**src/rtl/scan_pkg.sv**
```systemverilog
package scan_pkg;

  typedef enum logic [1:0] {
    OP_ADD = 2'd0,
    OP_OR  = 2'd1,
    OP_MAX = 2'd2
  } scan_op_e;

  // number of node levels needed to fold m operands with fan-in k
  function automatic int tree_depth(input int m, input int k);
    int c;
    int d;
    c = m;
    d = 0;
    while (c > 1) begin
      c = (c + k - 1) / k;
      d++;
    end
    return d;
  endfunction

  // operand count entering node level d
  function automatic int level_count(input int m, input int k, input int d);
    int c;
    c = m;
    for (int i = 0; i < d; i++) c = (c + k - 1) / k;
    return c;
  endfunction

  // group products joined to form the prefix of length len (1..n)
  function automatic int slot_count(input int len, input int n);
    int c;
    if (len == n) return 2;
    c = 0;
    for (int b = 0; b < 31; b++) if (((len >> b) & 1) == 1) c++;
    return c;
  endfunction

  // group size exponent of slot t, slots ordered from the lowest lanes up
  function automatic int slot_bit(input int len, input int n, input int t, input int lg);
    int seen;
    if (len == n) return lg - 1;
    seen = 0;
    for (int b = lg - 1; b >= 0; b--) begin
      if (((len >> b) & 1) == 1) begin
        if (seen == t) return b;
        seen++;
      end
    end
    return 0;
  endfunction

  // index, within its size class, of the group used by slot t
  function automatic int slot_group(input int len, input int n, input int t, input int lg);
    int b;
    if (len == n) return t;
    b = slot_bit(len, n, t, lg);
    return (len >> (b + 1)) << 1;
  endfunction

endpackage

```
**src/rtl/scan_kary_tree.sv**
```systemverilog
// Folds M operands in order with a tree of nodes of at most K inputs.
module scan_kary_tree #(
  parameter int W = 8,
  parameter int K = 4,
  parameter int M = 4,
  parameter scan_pkg::scan_op_e OP = scan_pkg::OP_ADD
) (
  input  logic [M*W-1:0] opnds,
  output logic [W-1:0]   result
);
  localparam int DEPTH = scan_pkg::tree_depth(M, K);

  function automatic logic [W-1:0] join2(input logic [W-1:0] lo, input logic [W-1:0] hi);
    case (OP)
      scan_pkg::OP_OR:  return lo | hi;
      scan_pkg::OP_MAX: return (hi > lo) ? hi : lo;
      default:          return lo + hi;
    endcase
  endfunction

  logic [W-1:0] lv [0:DEPTH][0:M-1];

  genvar j, d, t;
  generate
    for (j = 0; j < M; j++) begin : g_leaf
      assign lv[0][j] = opnds[j*W +: W];
    end

    for (d = 0; d < DEPTH; d++) begin : g_lvl
      localparam int CIN  = scan_pkg::level_count(M, K, d);
      localparam int COUT = (CIN + K - 1) / K;
      for (j = 0; j < M; j++) begin : g_node
        if (j < COUT) begin : g_used
          // one K-input node, operands taken lowest lane first
          logic [W-1:0] ch [0:K-1];
          assign ch[0] = lv[d][j*K];
          for (t = 1; t < K; t++) begin : g_in
            if (j*K + t < CIN) begin : g_take
              assign ch[t] = join2(ch[t-1], lv[d][j*K + t]);
            end else begin : g_skip
              assign ch[t] = ch[t-1];
            end
          end
          assign lv[d+1][j] = ch[K-1];
        end else begin : g_idle
          assign lv[d+1][j] = '0;
        end
      end
    end
  endgenerate

  assign result = lv[DEPTH][0];

  logic unused_tail;
  always_comb begin
    unused_tail = 1'b0;
    for (int a = 0; a <= DEPTH; a++)
      for (int b = 0; b < M; b++)
        unused_tail = unused_tail ^ (^lv[a][b]);
  end
endmodule

```
**src/rtl/scan_group_stage.sv**
```systemverilog
// Products of all aligned binary groups of size 2^b, b = 0..LG-1.
// Entry (b, g) sits at gp_flat[(b*N + g)*W +: W].
module scan_group_stage #(
  parameter int N = 16,
  parameter int W = 8,
  parameter int K = 4,
  parameter scan_pkg::scan_op_e OP = scan_pkg::OP_ADD,
  localparam int LG = $clog2(N)
) (
  input  logic [N*W-1:0]    opnds,
  output logic [LG*N*W-1:0] gp_flat
);
  genvar b, g;
  generate
    for (b = 0; b < LG; b++) begin : g_size
      localparam int S   = 1 << b;
      localparam int CNT = N >> b;
      for (g = 0; g < N; g++) begin : g_grp
        if (g < CNT && b == 0) begin : g_single
          assign gp_flat[(b*N + g)*W +: W] = opnds[g*W +: W];
        end else if (g < CNT) begin : g_tree
          scan_kary_tree #(.W(W), .K(K), .M(S), .OP(OP)) u_tree (
            .opnds  (opnds[g*S*W +: S*W]),
            .result (gp_flat[(b*N + g)*W +: W])
          );
        end else begin : g_none
          assign gp_flat[(b*N + g)*W +: W] = '0;
        end
      end
    end
  endgenerate
endmodule

```
**src/rtl/scan_join_stage.sv**
```systemverilog
// Each prefix joins the group products that match the binary digits of its length.
module scan_join_stage #(
  parameter int N = 16,
  parameter int W = 8,
  parameter int K = 4,
  parameter scan_pkg::scan_op_e OP = scan_pkg::OP_ADD,
  localparam int LG = $clog2(N)
) (
  input  logic [LG*N*W-1:0] gp_flat,
  output logic [N*W-1:0]    prefix
);
  genvar i, t;
  generate
    for (i = 0; i < N; i++) begin : g_lane
      localparam int LEN = i + 1;
      localparam int C   = scan_pkg::slot_count(LEN, N);
      logic [C*W-1:0] pick;
      for (t = 0; t < C; t++) begin : g_slot
        localparam int B = scan_pkg::slot_bit(LEN, N, t, LG);
        localparam int G = scan_pkg::slot_group(LEN, N, t, LG);
        assign pick[t*W +: W] = gp_flat[(B*N + G)*W +: W];
      end
      scan_kary_tree #(.W(W), .K(K), .M(C), .OP(OP)) u_join (
        .opnds  (pick),
        .result (prefix[i*W +: W])
      );
    end
  endgenerate

  logic unused_gp;
  assign unused_gp = ^gp_flat;
endmodule

```
**src/rtl/prefix_net.sv**
```systemverilog
module prefix_net #(
  parameter int N = 16,
  parameter int W = 8,
  parameter int K = 4,
  parameter scan_pkg::scan_op_e OP = scan_pkg::OP_ADD,
  parameter bit REG_OUT = 1'b1,
  localparam int LG = $clog2(N)
) (
  input  logic           clk,
  input  logic           rst,
  input  logic           in_valid,
  output logic           in_ready,
  input  logic [N*W-1:0] in_data,
  output logic           out_valid,
  input  logic           out_ready,
  output logic [N*W-1:0] out_data
);
  logic [LG*N*W-1:0] gp_flat;
  logic [N*W-1:0]    prefix;

  scan_group_stage #(.N(N), .W(W), .K(K), .OP(OP)) u_groups (
    .opnds   (in_data),
    .gp_flat (gp_flat)
  );

  scan_join_stage #(.N(N), .W(W), .K(K), .OP(OP)) u_join (
    .gp_flat (gp_flat),
    .prefix  (prefix)
  );

  generate
    if (REG_OUT) begin : g_reg
      logic           vld_q;
      logic [N*W-1:0] dat_q;

      assign in_ready  = !vld_q || out_ready;
      assign out_valid = vld_q;
      assign out_data  = dat_q;

      always_ff @(posedge clk) begin
        if (rst) begin
          vld_q <= 1'b0;
          dat_q <= '0;
        end else if (in_ready) begin
          vld_q <= in_valid;
          if (in_valid) dat_q <= prefix;
        end
      end

      // reset empties the output stage
      a_r6_reset_clears: assert property (@(posedge clk)
        rst |=> (!out_valid && out_data == '0));

      // a stalled result holds
      a_r8_stall_holds: assert property (@(posedge clk) disable iff (rst)
        (out_valid && !out_ready) |=> (out_valid && $stable(out_data)));

      // lane 0 of an accepted word shows up one edge later
      a_r7_lane0_next: assert property (@(posedge clk) disable iff (rst)
        (in_valid && in_ready) |=> (out_valid && out_data[W-1:0] == $past(in_data[W-1:0])));
    end else begin : g_comb
      assign in_ready  = out_ready;
      assign out_valid = in_valid;
      assign out_data  = prefix;
      logic unused_ctl;
      assign unused_ctl = clk ^ rst;
    end
  endgenerate

  genvar i;
  generate
    for (i = 0; i + 1 < N; i++) begin : g_mono
      if (OP == scan_pkg::OP_OR) begin : g_or
        // each lane contains the bits of the lane below
        a_r3_or_grows: assert property (@(posedge clk) disable iff (rst)
          out_valid |-> ((out_data[i*W +: W] & ~out_data[(i+1)*W +: W]) == '0));
      end else if (OP == scan_pkg::OP_MAX) begin : g_max
        // running maximum never falls
        a_r4_max_rises: assert property (@(posedge clk) disable iff (rst)
          out_valid |-> (out_data[i*W +: W] <= out_data[(i+1)*W +: W]));
      end
    end
  endgenerate
endmodule

```
**config.mk**
```make
export PLATFORM = sky130hd
export DESIGN_NAME = prefix_net
export DESIGN_NICKNAME = d
export VERILOG_FILES = /design/src/rtl/scan_pkg.sv /design/src/rtl/scan_kary_tree.sv /design/src/rtl/scan_group_stage.sv /design/src/rtl/scan_join_stage.sv /design/src/rtl/prefix_net.sv
export SDC_FILE = /design/constraint.sdc
export NUM_CORES = 1
export LEC_CHECK = 0
export ABC_AREA = 1
export BUFFER_PORTS_ARGS = -buffer_cell sky130_fd_sc_hd__buf_2
export CAP_MARGIN = 20
export CORE_MARGIN = 10
export CORE_UTILIZATION = 26
export CTS_CLUSTER_DIAMETER = 200
export DETAILED_ROUTE_END_ITERATION = 10
export PLACE_DENSITY_LB_ADDON = 0.25
export SLEW_MARGIN = 15
export SYNTH_ARGS = -nofsm -noshare
export SYNTH_HDL_FRONTEND = slang
export SYNTH_SLANG_ARGS = --single-unit
```
**constraint.sdc**
```tcl
create_clock -name clk -period 8.1 [get_ports clk]
set_input_delay 1.62 -clock clk [delete_from_list [all_inputs] [get_ports clk]]
set_output_delay 1.62 -clock clk [all_outputs]
set_load 0.03 [all_outputs]
```
# Word-level counts from Yosys, hierarchy flattened
# Index checks and enable logic that the tools add are counted.
[classes] addsub=25 n_reduce_logical=3
[ops] op="8-bit adder" n=25
[ops] op="2-bit AND reduction" n=1
[ops] op="1-bit zero test" n=1
[ops] op="1-bit logical OR" n=1
[word_totals] out_inout_bits=130 register_bits=129

# Depth between registers and ports, before layout
[depth] ltp_word=7 mapped_depth=41

# Hierarchy
# A second synthesis with hierarchy kept.
[unflattened] hier_cells=3481 area_unflattened_um2=23760.3
[by_module_without_submodules] mod="prefix_net" cells_each=845 seq_area_each_um2=2582.5 area_each_um2=5926.9 n_inst=1
[by_module_without_submodules] mod="scan_kary_tree (u_groups.g_size[2].g_grp[0].g_tree.u_tree ...)" cells_each=118 seq_area_each_um2=0.0 area_each_um2=793.3 n_inst=5
[by_module_without_submodules] mod="scan_group_stage" cells_each=401 seq_area_each_um2=0.0 area_each_um2=3006.6 n_inst=1
[by_module_without_submodules] mod="scan_kary_tree (u_groups.g_size[1].g_grp[0].g_tree.u_tree ...)" cells_each=60 seq_area_each_um2=0.0 area_each_um2=361.6 n_inst=8
[by_module_without_submodules] mod="scan_kary_tree (u_join.g_lane[11].u_join ...)" cells_each=60 seq_area_each_um2=0.0 area_each_um2=375.4 n_inst=7
[by_module_without_submodules] mod="scan_kary_tree (u_join.g_lane[10].u_join ...)" cells_each=81 seq_area_each_um2=0.0 area_each_um2=525.5 n_inst=4
[by_module_without_submodules] mod="scan_kary_tree (u_groups.g_size[3].g_grp[0].g_tree.u_tree)" cells_each=197 seq_area_each_um2=0.0 area_each_um2=1510.2 n_inst=1
[by_module_without_submodules] mod="scan_kary_tree (u_groups.g_size[3].g_grp[1].g_tree.u_tree)" cells_each=192 seq_area_each_um2=0.0 area_each_um2=1487.7 n_inst=1
[by_module_without_submodules] mod="scan_kary_tree (u_join.g_lane[0].u_join ...)" cells_each=8 seq_area_each_um2=0.0 area_each_um2=60.1 n_inst=4

# Least setup slack after synthesis
# OpenSTA, ideal clock, no wires.
[synth_path] path_type="input-to-reg" start="input in_data[0]" end="register g_reg.dat_q[127] (netlist: out_data[127])" t_arrival_ns=8.592 setup_slack_ns=-0.621 cell_stages=37 setup_ns=0.129 t_required_ns=7.971 path_cell_list="ha_1 > fa_1 > nand3_1 > nand2_1 > or2_2 > nand2_1 > inv_1 > ha_1 > inv_1 > xor2_1 > inv_1 > ha_1 > nand2_1 > inv_1 > nand3_1 > o221ai_1 > xor2_1 > inv_1 > fa_1 > fa_1 > ha_1 > inv_1 > o21ai_0 > xor2_1 > fa_1 > inv_1 > fa_1 > fa_1 > inv_1 > ha_1 > inv_1 > a21oi_1 > nor2_1 > xnor2_1 > xnor2_1 > xor2_1 > a21oi_1"
[synth_between] elab_chain_len=5
[synth_lines] element="from (decl)" line="prefix_net.sv:13" rtl="input logic [N*W-1:0] in_data,"
[synth_lines] element="8-bit adder"
[synth_lines] element="via gp_flat[132]" line="prefix_net.sv:18" rtl="logic [LG*N*W-1:0] gp_flat;"
[synth_lines] element="8-bit adder"
[synth_lines] element="via prefix[20]" line="prefix_net.sv:19" rtl="logic [N*W-1:0] prefix;"
[synth_lines] element="8-bit adder" line="scan_kary_tree.sv:17" rtl="default: return lo + hi;"
[synth_lines] element="via gp_flat[261]" line="prefix_net.sv:18"
[synth_lines] element="8-bit adder" line="scan_kary_tree.sv:17"
[synth_lines] element="via gp_flat[390]" line="prefix_net.sv:18"
[synth_lines] element="8-bit adder" line="scan_kary_tree.sv:17"
[synth_lines] element="to (signal assigned)" line="prefix_net.sv:46" rtl="if (in_valid) dat_q <= prefix;"
[synth_lines] element="to (decl)" line="prefix_net.sv:34" rtl="logic [N*W-1:0] dat_q;"
# The timed path passes the listed nets, and every way through them passes these cells.
# A chain may end at the register's enable or synchronous reset.

# Final worst setup path
# Same ends and word-level chain as after synthesis.

==> reports/metrics.csv <==
stage,metric,value,unit
outcome,status,finished with violations,
outcome,violations,negative setup slack,
timing,fin_ws,-0.303,ns
yosys,synth_async_sr_flop_share,0,%
run,cap_violations,0,
routing,ant_nets,0,
critical_path,critical_path.slowest_cell,fa_1,
routing,firstDrtPassIters,4,
critical_path,critPathMaxStageDelay,0.53,ns
final_layout,areaGrowthSynthToFinish,44.4,%
yosys,ys.flop_type,dfxtp_1,
timing,fmax,119,MHz
placement,routabilityCongestion,0.868,
critical_path,end_kind,flip-flop,
floorplan,fp.dieArea,0.0506,mm²
clock_network,cts_hold_buffers,0,
yosys,synth_edf_count,0,
critical_path,critPathMostFrequentCell,inv_2,
yosys,synthCells,1419,
timing,setup_viol,4,
critical_path,path_buf_inv,10,
timing,drv_slew,0,
routing,dr_total_vias,10700,
yosys,synth_common_cells,"inv_1, nor2_1, ha_1",
floorplan,die_h,225,µm
routing,wl_per_cell,17.3,µm
clock_network,insertion_delay,0.49,ns
routing,routed_wl,41400,µm
global_routing,grt_pass1_wl,61300,µm
clock_network,numCtsBuffers,17,
yosys,yosys_warnings,0,
timing,fin_skew,0.00860,ns
critical_path,crit_type,input pin to flip-flop,
floorplan,initial_core_util,26.2,%
floorplan,chipWidth,225,µm
timing,rsz0062_at_grt,true,
min_path,hold_path_class,flip-flop to flip-flop,
global_routing,antenna_found_initial,8,
critical_path,start_kind,input pin,
yosys,synth.top_cells.by_area,"dfxtp_1, ha_1, fa_1",
timing,post-route-period-util,104,%
yosys,ys_ff_latch,129,
critical_path,cp.required,8.43,ns
floorplan,io_pins,262,
clock_network,clk_pin_slew,0.06,ns
yosys,ys_seq_area_share,23.6,%
yosys,avgSynthCellArea,7.70,µm²
yosys,synth.most_common_cell,inv_1,
yosys,yosysTopAreaCell,dfxtp_1,
routing,drt_iter0_markers,340,
clock_network,clockRootBuffer,clkbuf_16,
routing,viasPerCell,4.47,
global_routing,grt_util_all_layers,16.2,%
global_routing,grt_pass1_vias,11000,
routing,drc_errors,0,
timing,worst_slew_pin_slew,0.885,ns
yosys,syn_nets,1740,
timing,min_period,8.40,ns
clock_network,clockBufferDepth,2,
yosys,synth_cell_types,40,
yosys,syn-cell-area,0.0109,mm²
final_layout,nets,2160,
timing,hold_viol_final,0,
clock_network,htree_levels,4,
global_routing,globalRouteOverflowTotal,0,
critical_path,cp_max_fo,3,
clock_network,cts_tree,done,
critical_path,arrival,8.74,ns
placement,hpwlAfterDp,32700,µm
floorplan,rows,75,
clock_network,cts_num_sinks,129,
yosys,yosysTopAreaCellShare,23.6,%
final_layout,drive_above_1_share,35.3,%
final_layout,fillers,4390,
placement,port_buffers,261,
floorplan,core,0.0418,mm²
critical_path,critPathTopFamily,adder cells,
timing,timing.slew.headroom,41.0,%
timing,hold_ws,0.463,ns
global_routing,grt_max_degree,111,
-- stage by stage --
step | util [%] | area, µm² | setup WS (ns) | std cells | setup TNS, ns
6_report | 37.8 | 15800 | -0.303 | 2395 | -0.522
5_1_grt | 37.8 | 15800 | -0.558 | 2394 | -2.21
4_1_cts | 36.0 | 15000 | -0.220 | 2373 | -0.241
3_5_place_dp | 33.5 | 14000 | -1.10 | 2320 | -8.05
3_3_place_gp | 33.5 | 14000 | -0.970 | 2320 | -5.84
2_1_floorplan | - | 11100 | -0.340 | 1419 | -0.340
-- cells by family (layout without fill, tap and decap cells) --
| family | after synthesis | count (layout) | synth area share [%] |
|---|---|---|---|
| other | 0 | 4 | 0 |
| adders and majority gates | 189 | 189 | 25.5 |
| and+or+nand+nor | 373 | 373 | 15.2 |
| DFF | 129 | 129 | 23.6 |
| buffers and inverters | 302 | 735 | 10.5 |
| AOI/OAI and AO/OA | 304 | 304 | 15.2 |
| xor gates and xnor gates | 122 | 122 | 9.98 |
-- worst register-to-register path, cell delays in order, from the launching register on --
cell,delay (ns)
dfxtp_1,0.31
nand2_1,0.11
nand2_2,0.10
inv_6,0.53
buf_4,0.83
nand2_1,0.22
o221ai_1,0.17
inv_1,0.07
-- final cells by class --
cell class              count  area, µm²  share of cell area (%)
multi-input cells         988       8180                    51.9
repair buffers            443       2750                    17.4
flip-flops and latches    129       2580                    16.4
inverters                 260        987                    6.26
well taps                 539        674                    4.27
clock buffers              24        492                    3.12
clock inverters             8        103                   0.650
diodes                      4       10.0                  0.0634
-- per-layer routing --
layer,vias up,GRT usage [%],share of wire [%]
met2,221,27.6,49
met3,56,5.40,5.9
met5,-,0,0.12
met1,5018,18.3,42
met4,10,6.19,2.6
li1,5404,-,-
-- cells in the final DEF, fill, tap and decap left out, types with 6 or more instances in the layout --
master	instances
clkbuf_16	17
a31oi_1	6
o21ai_0	108
a21o_1	7
a21oi_2	22
o21ai_1	9
dfxtp_1	129
buf_4	166
nand3_2	15
buf_2	259
nand2_2	20
o21ai_2	6
xor2_1	52
nand2_1	102
nand3_1	60
fa_1	52
a21oi_1	108
ha_1	102
buf_6	17
ha_4	30
inv_2	21
xnor2_1	39
nor2_1	150
xor2_4	6
o211ai_1	16
inv_1	235
xor2_2	18
-- registers in the layout (all words and copies together), names as in the netlist --
name	cells
out_data	128
out_valid	1
-- what timing repair did --
| action | CTS | global route |
|---|---|---|
| setup buffers | 21 | 22 |
| endpoints found under the setup margin | 7 | 13 |
| pin swaps | 40 | 76 |
| endpoints found under the hold margin | 0 | 0 |
| gates resized for setup | 47 | 124 |
-- path summary, 6_finish.rpt --
| check | start | endpoint | slack [ns] | depth (start not counted) |
|---|---|---|---|---|
| min reg2reg | out_data[106]$_SDFFE_PP0P_ | out_data[106]$_SDFFE_PP0P_ | 0.46 | 2 |
| min | out_data[106]$_SDFFE_PP0P_ | out_data[106]$_SDFFE_PP0P_ | 0.46 | 2 |
| max reg2reg | out_valid$_SDFFE_PP0N_ | out_data[126]$_SDFFE_PP0P_ | 5.66 | 7 |
| max | in_data[0] | out_data[127]$_SDFFE_PP0P_ | -0.30 | 38 |
Power is not shown: default switching activity piles up to over one toggle a cycle in this logic, so the estimate is an artifact.
